==> config.mk <==
export PLATFORM = sky130hd
export DESIGN_NAME = tlb_fa
export DESIGN_NICKNAME = d
export VERILOG_FILES = /design/src/rtl/tlb_pkg.sv /design/src/rtl/tlb_rr_ptr.sv /design/src/rtl/tlb_entry_array.sv /design/src/rtl/tlb_fa.sv
export SDC_FILE = /design/constraint.sdc
export NUM_CORES = 1
export LEC_CHECK = 0
export CAP_MARGIN = 20
export CELL_PAD_IN_SITES_DETAIL_PLACEMENT = 0
export CELL_PAD_IN_SITES_GLOBAL_PLACEMENT = 1
export CORE_AREA = 2 2 243 341
export DETAILED_ROUTE_END_ITERATION = 12
export DIE_AREA = 0 0 245 343
export DONT_BUFFER_PORTS = 1
export PLACE_DENSITY = 0.44
export SLEW_MARGIN = 20
export SYNTH_ARGS = -nofsm -noshare
export SYNTH_HDL_FRONTEND = slang
export SYNTH_HIERARCHICAL = 1
export SYNTH_SLANG_ARGS = --single-unit
==> constraint.sdc <==
create_clock -name clk -period 5.51 [get_ports clk]
set_input_delay 0 -clock clk [delete_from_list [all_inputs] [get_ports clk]]
set_output_delay 0 -clock clk [all_outputs]
set_load 0.02 [all_outputs]
==> src/rtl/tlb_pkg.sv <==
package tlb_pkg;

  typedef enum logic [1:0] {
    FILL_IDLE    = 2'd0,
    FILL_NEW     = 2'd1,
    FILL_REWRITE = 2'd2
  } fill_kind_e;

  function automatic int idx_width(input int n);
    return (n > 1) ? $clog2(n) : 1;
  endfunction

endpackage

==> src/rtl/tlb_rr_ptr.sv <==
module tlb_rr_ptr #(
  parameter int ENTRIES = 8,
  localparam int IDX_W = tlb_pkg::idx_width(ENTRIES)
) (
  input  logic             clk,
  input  logic             rst_n,
  input  logic             clear,
  input  logic             advance,
  output logic [IDX_W-1:0] ptr
);

  localparam logic [IDX_W-1:0] LAST = IDX_W'(ENTRIES - 1);

  always_ff @(posedge clk) begin
    if (!rst_n || clear) begin
      ptr <= '0;
    end else if (advance) begin
      ptr <= (ptr == LAST) ? '0 : ptr + 1'b1;
    end
  end

  assert_ptr_clear_R7: assert property (@(posedge clk) disable iff (!rst_n)
    clear |=> ptr == '0);

  assert_ptr_hold_R6: assert property (@(posedge clk) disable iff (!rst_n)
    (!clear && !advance) |=> $stable(ptr));

  assert_ptr_range_R5: assert property (@(posedge clk) disable iff (!rst_n)
    ptr <= LAST);

endmodule

==> src/rtl/tlb_entry_array.sv <==
module tlb_entry_array #(
  parameter int ENTRIES = 8,
  parameter int VPN_W   = 20,
  parameter int PFN_W   = 16,
  parameter int CTRL_W  = 4,
  localparam int IDX_W  = tlb_pkg::idx_width(ENTRIES)
) (
  input  logic              clk,
  input  logic              rst_n,
  input  logic              flush,
  input  logic              wr_en,
  input  logic [IDX_W-1:0]  wr_idx,
  input  logic [VPN_W-1:0]  wr_vpn,
  input  logic [PFN_W-1:0]  wr_pfn,
  input  logic [CTRL_W-1:0] wr_ctrl,
  input  logic [VPN_W-1:0]  lk_vpn,
  output logic              lk_hit,
  output logic [PFN_W-1:0]  lk_pfn,
  output logic [CTRL_W-1:0] lk_ctrl,
  input  logic [VPN_W-1:0]  probe_vpn,
  output logic              probe_hit,
  output logic [IDX_W-1:0]  probe_idx
);

  logic [ENTRIES-1:0] valid_q;
  logic [VPN_W-1:0]   vpn_q  [ENTRIES];
  logic [PFN_W-1:0]   pfn_q  [ENTRIES];
  logic [CTRL_W-1:0]  ctrl_q [ENTRIES];
  logic [ENTRIES-1:0] lk_match;
  logic [ENTRIES-1:0] probe_match;

  always_ff @(posedge clk) begin
    for (int i = 0; i < ENTRIES; i++) begin
      if (!rst_n) begin
        valid_q[i] <= 1'b0;
        vpn_q[i]   <= '0;
        pfn_q[i]   <= '0;
        ctrl_q[i]  <= '0;
      end else if (flush) begin
        valid_q[i] <= 1'b0;
      end else if (wr_en && wr_idx == IDX_W'(i)) begin
        valid_q[i] <= 1'b1;
        vpn_q[i]   <= wr_vpn;
        pfn_q[i]   <= wr_pfn;
        ctrl_q[i]  <= wr_ctrl;
      end
    end
  end

  for (genvar g = 0; g < ENTRIES; g++) begin : g_cmp
    assign lk_match[g]    = valid_q[g] && (vpn_q[g] == lk_vpn);
    assign probe_match[g] = valid_q[g] && (vpn_q[g] == probe_vpn);
  end

  always_comb begin
    lk_pfn    = '0;
    lk_ctrl   = '0;
    probe_idx = '0;
    for (int i = 0; i < ENTRIES; i++) begin
      if (lk_match[i]) begin
        lk_pfn  = lk_pfn | pfn_q[i];
        lk_ctrl = lk_ctrl | ctrl_q[i];
      end
      if (probe_match[i]) probe_idx = probe_idx | IDX_W'(i);
    end
  end

  assign lk_hit    = |lk_match;
  assign probe_hit = |probe_match;

  assert_single_match_R11: assert property (@(posedge clk) disable iff (!rst_n)
    $onehot0(lk_match));

  assert_single_probe_R11: assert property (@(posedge clk) disable iff (!rst_n)
    $onehot0(probe_match));

  assert_flush_clears_R7: assert property (@(posedge clk) disable iff (!rst_n)
    flush |=> valid_q == '0);

  assert_write_valid_R5: assert property (@(posedge clk) disable iff (!rst_n)
    (wr_en && !flush) |=> $countones(valid_q) >= 1);

endmodule

==> src/rtl/tlb_fa.sv <==
module tlb_fa #(
  parameter int VA_W    = 32,
  parameter int PA_W    = 28,
  parameter int OFS_W   = 12,
  parameter int ENTRIES = 8,
  parameter int CTRL_W  = 4
) (
  input  logic                    clk,
  input  logic                    rst_n,
  input  logic                    req_valid,
  output logic                    req_ready,
  input  logic [VA_W-1:0]         req_vaddr,
  output logic                    rsp_valid,
  input  logic                    rsp_ready,
  output logic                    rsp_hit,
  output logic [PA_W-1:0]         rsp_paddr,
  output logic [CTRL_W-1:0]       rsp_ctrl,
  input  logic                    fill_valid,
  input  logic [VA_W-OFS_W-1:0]   fill_vpn,
  input  logic [PA_W-OFS_W-1:0]   fill_pfn,
  input  logic [CTRL_W-1:0]       fill_ctrl,
  input  logic                    flush
);
  import tlb_pkg::*;

  localparam int VPN_W = VA_W - OFS_W;
  localparam int PFN_W = PA_W - OFS_W;
  localparam int IDX_W = idx_width(ENTRIES);

  logic              lk_hit;
  logic [PFN_W-1:0]  lk_pfn;
  logic [CTRL_W-1:0] lk_ctrl;
  logic              probe_hit;
  logic [IDX_W-1:0]  probe_idx;
  logic [IDX_W-1:0]  rr_ptr;
  logic [IDX_W-1:0]  wr_idx;
  logic              wr_en;
  logic              req_fire;
  fill_kind_e        fill_kind;

  always_comb begin
    if (!fill_valid || flush) fill_kind = FILL_IDLE;
    else if (probe_hit)       fill_kind = FILL_REWRITE;
    else                      fill_kind = FILL_NEW;
  end

  assign wr_en  = fill_kind != FILL_IDLE;
  assign wr_idx = (fill_kind == FILL_REWRITE) ? probe_idx : rr_ptr;

  tlb_entry_array #(
    .ENTRIES(ENTRIES), .VPN_W(VPN_W), .PFN_W(PFN_W), .CTRL_W(CTRL_W)
  ) u_array (
    .clk(clk), .rst_n(rst_n), .flush(flush),
    .wr_en(wr_en), .wr_idx(wr_idx), .wr_vpn(fill_vpn),
    .wr_pfn(fill_pfn), .wr_ctrl(fill_ctrl),
    .lk_vpn(req_vaddr[VA_W-1:OFS_W]), .lk_hit(lk_hit),
    .lk_pfn(lk_pfn), .lk_ctrl(lk_ctrl),
    .probe_vpn(fill_vpn), .probe_hit(probe_hit), .probe_idx(probe_idx)
  );

  tlb_rr_ptr #(.ENTRIES(ENTRIES)) u_ptr (
    .clk(clk), .rst_n(rst_n), .clear(flush),
    .advance(fill_kind == FILL_NEW), .ptr(rr_ptr)
  );

  assign req_ready = !rsp_valid || rsp_ready;
  assign req_fire  = req_valid && req_ready;

  always_ff @(posedge clk) begin
    if (!rst_n) begin
      rsp_valid <= 1'b0;
      rsp_hit   <= 1'b0;
      rsp_paddr <= '0;
      rsp_ctrl  <= '0;
    end else if (req_fire) begin
      rsp_valid <= 1'b1;
      rsp_hit   <= lk_hit;
      rsp_paddr <= lk_hit ? {lk_pfn, req_vaddr[OFS_W-1:0]} : '0;
      rsp_ctrl  <= lk_hit ? lk_ctrl : '0;
    end else if (rsp_ready) begin
      rsp_valid <= 1'b0;
    end
  end

  assert_rsp_after_fire_R2: assert property (@(posedge clk) disable iff (!rst_n)
    req_fire |=> rsp_valid);

  assert_offset_pass_R4: assert property (@(posedge clk) disable iff (!rst_n)
    req_fire |=> (!rsp_hit || rsp_paddr[OFS_W-1:0] == $past(req_vaddr[OFS_W-1:0])));

  assert_miss_zero_R3: assert property (@(posedge clk) disable iff (!rst_n)
    (rsp_valid && !rsp_hit) |-> (rsp_paddr == '0 && rsp_ctrl == '0));

  assert_rsp_hold_R10: assert property (@(posedge clk) disable iff (!rst_n)
    (rsp_valid && !rsp_ready) |=> (rsp_valid && $stable(rsp_hit) &&
                                   $stable(rsp_paddr) && $stable(rsp_ctrl)));

  assert_stall_R10: assert property (@(posedge clk) disable iff (!rst_n)
    (rsp_valid && !rsp_ready) |-> !req_ready);

  assert_flush_miss_R7: assert property (@(posedge clk) disable iff (!rst_n)
    (flush && !req_fire) |=> !lk_hit);

endmodule

Word-level counts from Yosys, hierarchy flattened

Memories as Yosys holds them, arrays and structs flattened.
Cells that the tools add are included.

Multiplexer cells: 88
Reduce and logical (&&, ||, !) cells: 37
$add $sub $neg: 1
Eq/ne operators: 26
Bitwise gates (word level): 39

Operators by type and width:

| operator            | number |
|---|---|
| $eq 20x20->1        | 16 |
| $mux 16             | 16 |
| $mux 20             | 8 |
| $or 16x16->16       | 7 |
| $mux 4              | 17 |
| $mux 1              | 36 |
| $mux 28             | 1 |
| $or 4x4->4          | 7 |
| $logic_and 1x1->1   | 25 |
| $or 1x1->1          | 24 |
| $mux 3              | 6 |
| $reduce_or 8->1     | 2 |
| $eq 3x3->1 const B  | 5 |
| $mux 2              | 4 |
| $eq 3x2->1 const B  | 2 |
| $reduce_bool 2->1   | 2 |
| $add 3x1->3 const B | 1 |
| $eq 3x1->1 const B  | 1 |
| $logic_not 1->1     | 3 |
| $logic_not 3->1     | 1 |
| $logic_or 1x1->1    | 3 |
| $eq 2x1->1 const B  | 1 |
| $eq 2x2->1 const B  | 1 |
| $reduce_or 2->1     | 1 |
| $not 1->1           | 1 |

Register bits after elaboration: 45
Memory bits (writable): 320
Output and inout port bits: 35
Memories: 3
Logic and storage cells: 207

Memory list:

| memory         | depth | bits a word | rd ports | clocked after Yosys merged registers in | wr ports | RTL line              | RTL |
|---|---|---|---|---|---|---|---|
| u_array.vpn_q  | 8     | 20          | 8        | 0                                       | 8        | tlb_entry_array.sv:26 | `logic [VPN_W-1:0] vpn_q [ENTRIES];` |
| u_array.pfn_q  | 8     | 16          | 8        | 0                                       | 8        | tlb_entry_array.sv:27 | `logic [PFN_W-1:0] pfn_q [ENTRIES];` |
| u_array.ctrl_q | 8     | 4           | 8        | 0                                       | 8        | tlb_entry_array.sv:28 | `logic [CTRL_W-1:0] ctrl_q [ENTRIES];` |

Logic depth before layout (Yosys ltp)

An unclocked memory read counts as a cell.

Depth after elaboration: 19
Mapped depth: 13
Mapped depth without buffers: 10

Cells and area by module

Netlist, hierarchy kept.

Modules (own cells, without submodules):

| module          | cells an instance | times used | area each (um2) |
|---|---|---|---|
| tlb_entry_array | 1572              | 1          | 18499.0 |
| tlb_fa          | 157               | 1          | 1491.4 |
| tlb_rr_ptr      | 13                | 1          | 142.6 |

Worst setup path before layout

Ideal clock, no wire load.

Kind: reg-to-reg
Start: memory u_array.vpn_q[5][4], in the netlist u_array/vpn_q[1][24]
End: memory u_array.ctrl_q[0][0] (enable)
Path buffers: 0
Path slack: -0.365 ns
Cell stages (with the launch flop): 10
Arrival time: 5.377 ns
Clock period less this slack: 5.875 ns
Path through: edfxtp_1 -> xnor2_1 -> nand4_1 -> nor4_1 -> a22oi_1 -> nand4_1 -> nand2_1 -> mux2_1 -> or3b_2 -> o31ai_1

RTL lines:

| what               | RTL line |
|---|---|
| start: declaration | tlb_entry_array.sv:26 |
| end: declaration   | tlb_entry_array.sv:28 |

==> results.sh <==
export IMPL_worst_setup_path_start_kind="flip-flop"
export IMPL_power_density_nw_per_um2=286
export IMPL_wl_met3_um=4200
export IMPL_gr_usage_all_layers=0.201
export IMPL_max_freq_mhz=222
export IMPL_cts_htree_levels=2
export IMPL_setup_viol=0
export IMPL_grt_pass1_wl_um=117000
export IMPL_ir_worst_vdd_mv=0.194
export IMPL_critPathSlowestCell="nor2_4"
export IMPL_antenna_found_initial=5
export IMPL_initial_utilization=0.248
export IMPL_cts_setup_buffers=0
export IMPL_place_inst=2723
export IMPL_cts_resized_gates=0
export IMPL_cpPeakStageDelay_ps=830
export IMPL_first_pass_iters=7
export IMPL_final_cell_area_um2=23300
export IMPL_maxCapViolCount=0
export IMPL_root_buffer="clkbuf_16"
export IMPL_cp_arrival_ps=4960
export IMPL_detail_route_iter0_violations=874
export IMPL_total_power_mw=6.66
export IMPL_crit_path_end_kind="flip-flop"
export IMPL_synth_cells=1742
export IMPL_gp_congestion=0.760
export IMPL_ys_seq_elements=365
export IMPL_yosys_most_used_dff="edfxtp_1"
export IMPL_drc=0
export IMPL_syn_area_um2=20100
export IMPL_wire_per_inst_um=29.7
export IMPL_rsz0062_at_grt="no"
export IMPL_finalCriticalPeriod_ps=4510
export IMPL_dieWidth_um=245
export IMPL_clock_path_buffers=3
export IMPL_drive_gt1_frac=0.0993
export IMPL_hold_viol=0
export IMPL_path_class="reg2reg"
export IMPL_rows=124
export IMPL_syn_nets=1822
export IMPL_worstHoldPathType="in2reg"
export IMPL_synth_edff_count=320
export IMPL_cts_clk_slew_worst_paths_ps=60
export IMPL_slew_headroom=0.275
export IMPL_cts_tree="done"
export IMPL_cts_buffers=46
export IMPL_min_delay_start="rst_n"
export IMPL_nFillCells=8359
export IMPL_wl_um=85000
export IMPL_die_h_um=343
export IMPL_clk_latency_ps=590
export IMPL_multiInputGateArea_um2=8620
export IMPL_grt_pass1_vias=14304
export IMPL_area_growth_syn_to_layout_pct=15.6
export IMPL_nets=1839
export IMPL_crit_required_ps=5960
export IMPL_worstPathMaxFanout=35
export IMPL_synth_warnings=6
export IMPL_num_io_pins=113
export IMPL_hpwlAfterDp_um=50300
export IMPL_wl_met1_um=32400
export IMPL_ant_nets=0
export IMPL_clock_sinks=365
export IMPL_grt_ovfl_total=0
export IMPL_post_dp_cell_area_um2=21200
export IMPL_vias=13892
export IMPL_syn_area_per_cell_um2=11.6
export IMPL_synth_cell_types=50
export IMPL_crit_top_cell="nand4_1"
export IMPL_p_leak_nw=7.95
export IMPL_status="completed"
export IMPL_fin_cells=2865
export IMPL_crit_path_start="u_array/vpn_q[0][62]"
export IMPL_register_area_um2=10500
export IMPL_die_area_um2=84000
export IMPL_crit_chain="xnor2_1, nand4_1, nor4_1, a22oi_1, nand4_1, nand2_1, mux2_1, nand3b_1, nor2_4, buf_4, and2_1"
export IMPL_io_buffers=0
export IMPL_grt_max_degree=76
export IMPL_top_layer="met5"
export IMPL_async_flop_share=0
export IMPL_rr_startpoint="u_array/vpn_q[0][62]"
export IMPL_timing_final_crit_share=0.818
export IMPL_finClkSkew_ps=16.3
export IMPL_core_area_um2=81100
export IMPL_wl_met2_um=44600
export IMPL_drt_vias_per_instance=4.85
export IMPL_final_max_slew_viol_count=0
export IMPL_worst_pin_slew_ps=1080
export IMPL_synth_seq_area_share=0.522
synthesized netlist by cell type, drive strengths merged (26+ instances only):
library cell,instances,area share
dfxtp,45,0.045
nor4,89,0.030
xnor2,261,0.12
and2,360,0.11
clkbuf,78,0.026
nand3,49,0.012
nand4,71,0.023
nor3,26,0.0070
inv,94,0.018
mux2i,35,0.017
buf,59,0.019
edfxtp,320,0.48
xor2,44,0.019
a32oi,83,0.036
nand2,42,0.0082
what timing repair did:
| item | in CTS | in global routing |
|---|---|---|
| endpoints found under the hold margin | 563 | 0 |
| hold buffers | 59 | 0 |
| setup endpoints to repair | 0 | 0 |
final cells by class:
cell class / count / share of cell area
repair buffers: 106 / 0.0434
inverters: 94 / 0.0152
diodes: 1 / 0.000108
flip-flops and latches: 365 / 0.452
clock inverters: 16 / 0.00667
well taps: 1071 / 0.0576
clock buffers: 66 / 0.0553
multi-input cells: 1146 / 0.370
sequential cells by signal (all words and copies together), names as in the netlist:
name,count
u_array/vpn_q,160
u_array/pfn_q,128
u_array/ctrl_q,32
rsp_paddr,28
u_array/valid_q,8
rsp_ctrl,4
u_ptr/ptr,3
rsp_hit,1
rsp_valid,1
where the power goes:
part	leakage, nW	switching (mW)	internal, mW
registers	3.68	0.0547	3.09
clock network	0.706	1.23	1.75
logic	3.56	0.317	0.210
cells in the final DEF, fill, tap and decap left out, types with 4 or more instances in the layout:
cell,count
buf_4,43
clkinv_2,5
nand2_1,40
nor4_4,7
clkinv_1,6
nor2_4,6
nor2_1,5
clkbuf_16,47
clkbuf_8,4
nand4_1,69
a32oi_1,83
and3_1,9
xor2_1,44
dfxtp_1,45
o21ai_4,6
nor4_1,79
and2_2,20
nor2b_1,4
nor3_1,24
mux2i_1,35
clkbuf_1,15
nand3_1,49
buf_12,4
dlygate4sd3_1,58
a21o_1,8
a22oi_1,7
xnor2_4,4
xnor2_1,254
inv_1,94
nand2b_1,9
and2_1,340
edfxtp_1,320
layer usage:
metal  GRT usage  vias up
met3      0.0325      149
met4      0.0798        4
li1            -     6197
met5           0        -
met2       0.375      471
met1       0.225     7071
logic make-up after synthesis:
group | share of synthesized area
buffers and inverters | 0.0633
muxes | 0.0191
DFF | 0.522
xor gates and xnor gates | 0.138
AOI/OAI and AO/OA | 0.0504
adders and majority gates | 0.00124
and+or+nand+nor | 0.206
critical path: cells and delay by family (launching register included):
family | cells | cell delay (ps)
compound gates | 1 | 300
mux | 1 | 470
xor+xnor | 1 | 190
flops | 1 | 420
buf+inv | 1 | 270
simple gates | 7 | 2710
stage by stage:
step                 util  setup TNS (ps)  hold WS, ps  setup WS [ps]
floorplan               -          -27420          128           -226
global placement    0.262               0          131           1160
detailed placement  0.262               0          137           1140
global route        0.287               0         37.6            825
CTS                 0.287               0         20.0           1110
finish              0.287               0         16.3           1000
worst paths after layout:
path                          end  cells past startpoint  slack [ps]
min          u_array/vpn_q[1][19]                      2          20
max reg2reg  u_array/vpn_q[0][50]                     11        1000
min reg2reg    u_array/valid_q[5]                      1         480
max          u_array/vpn_q[0][50]                     11        1000
Power figures use the tool's default switching activity.
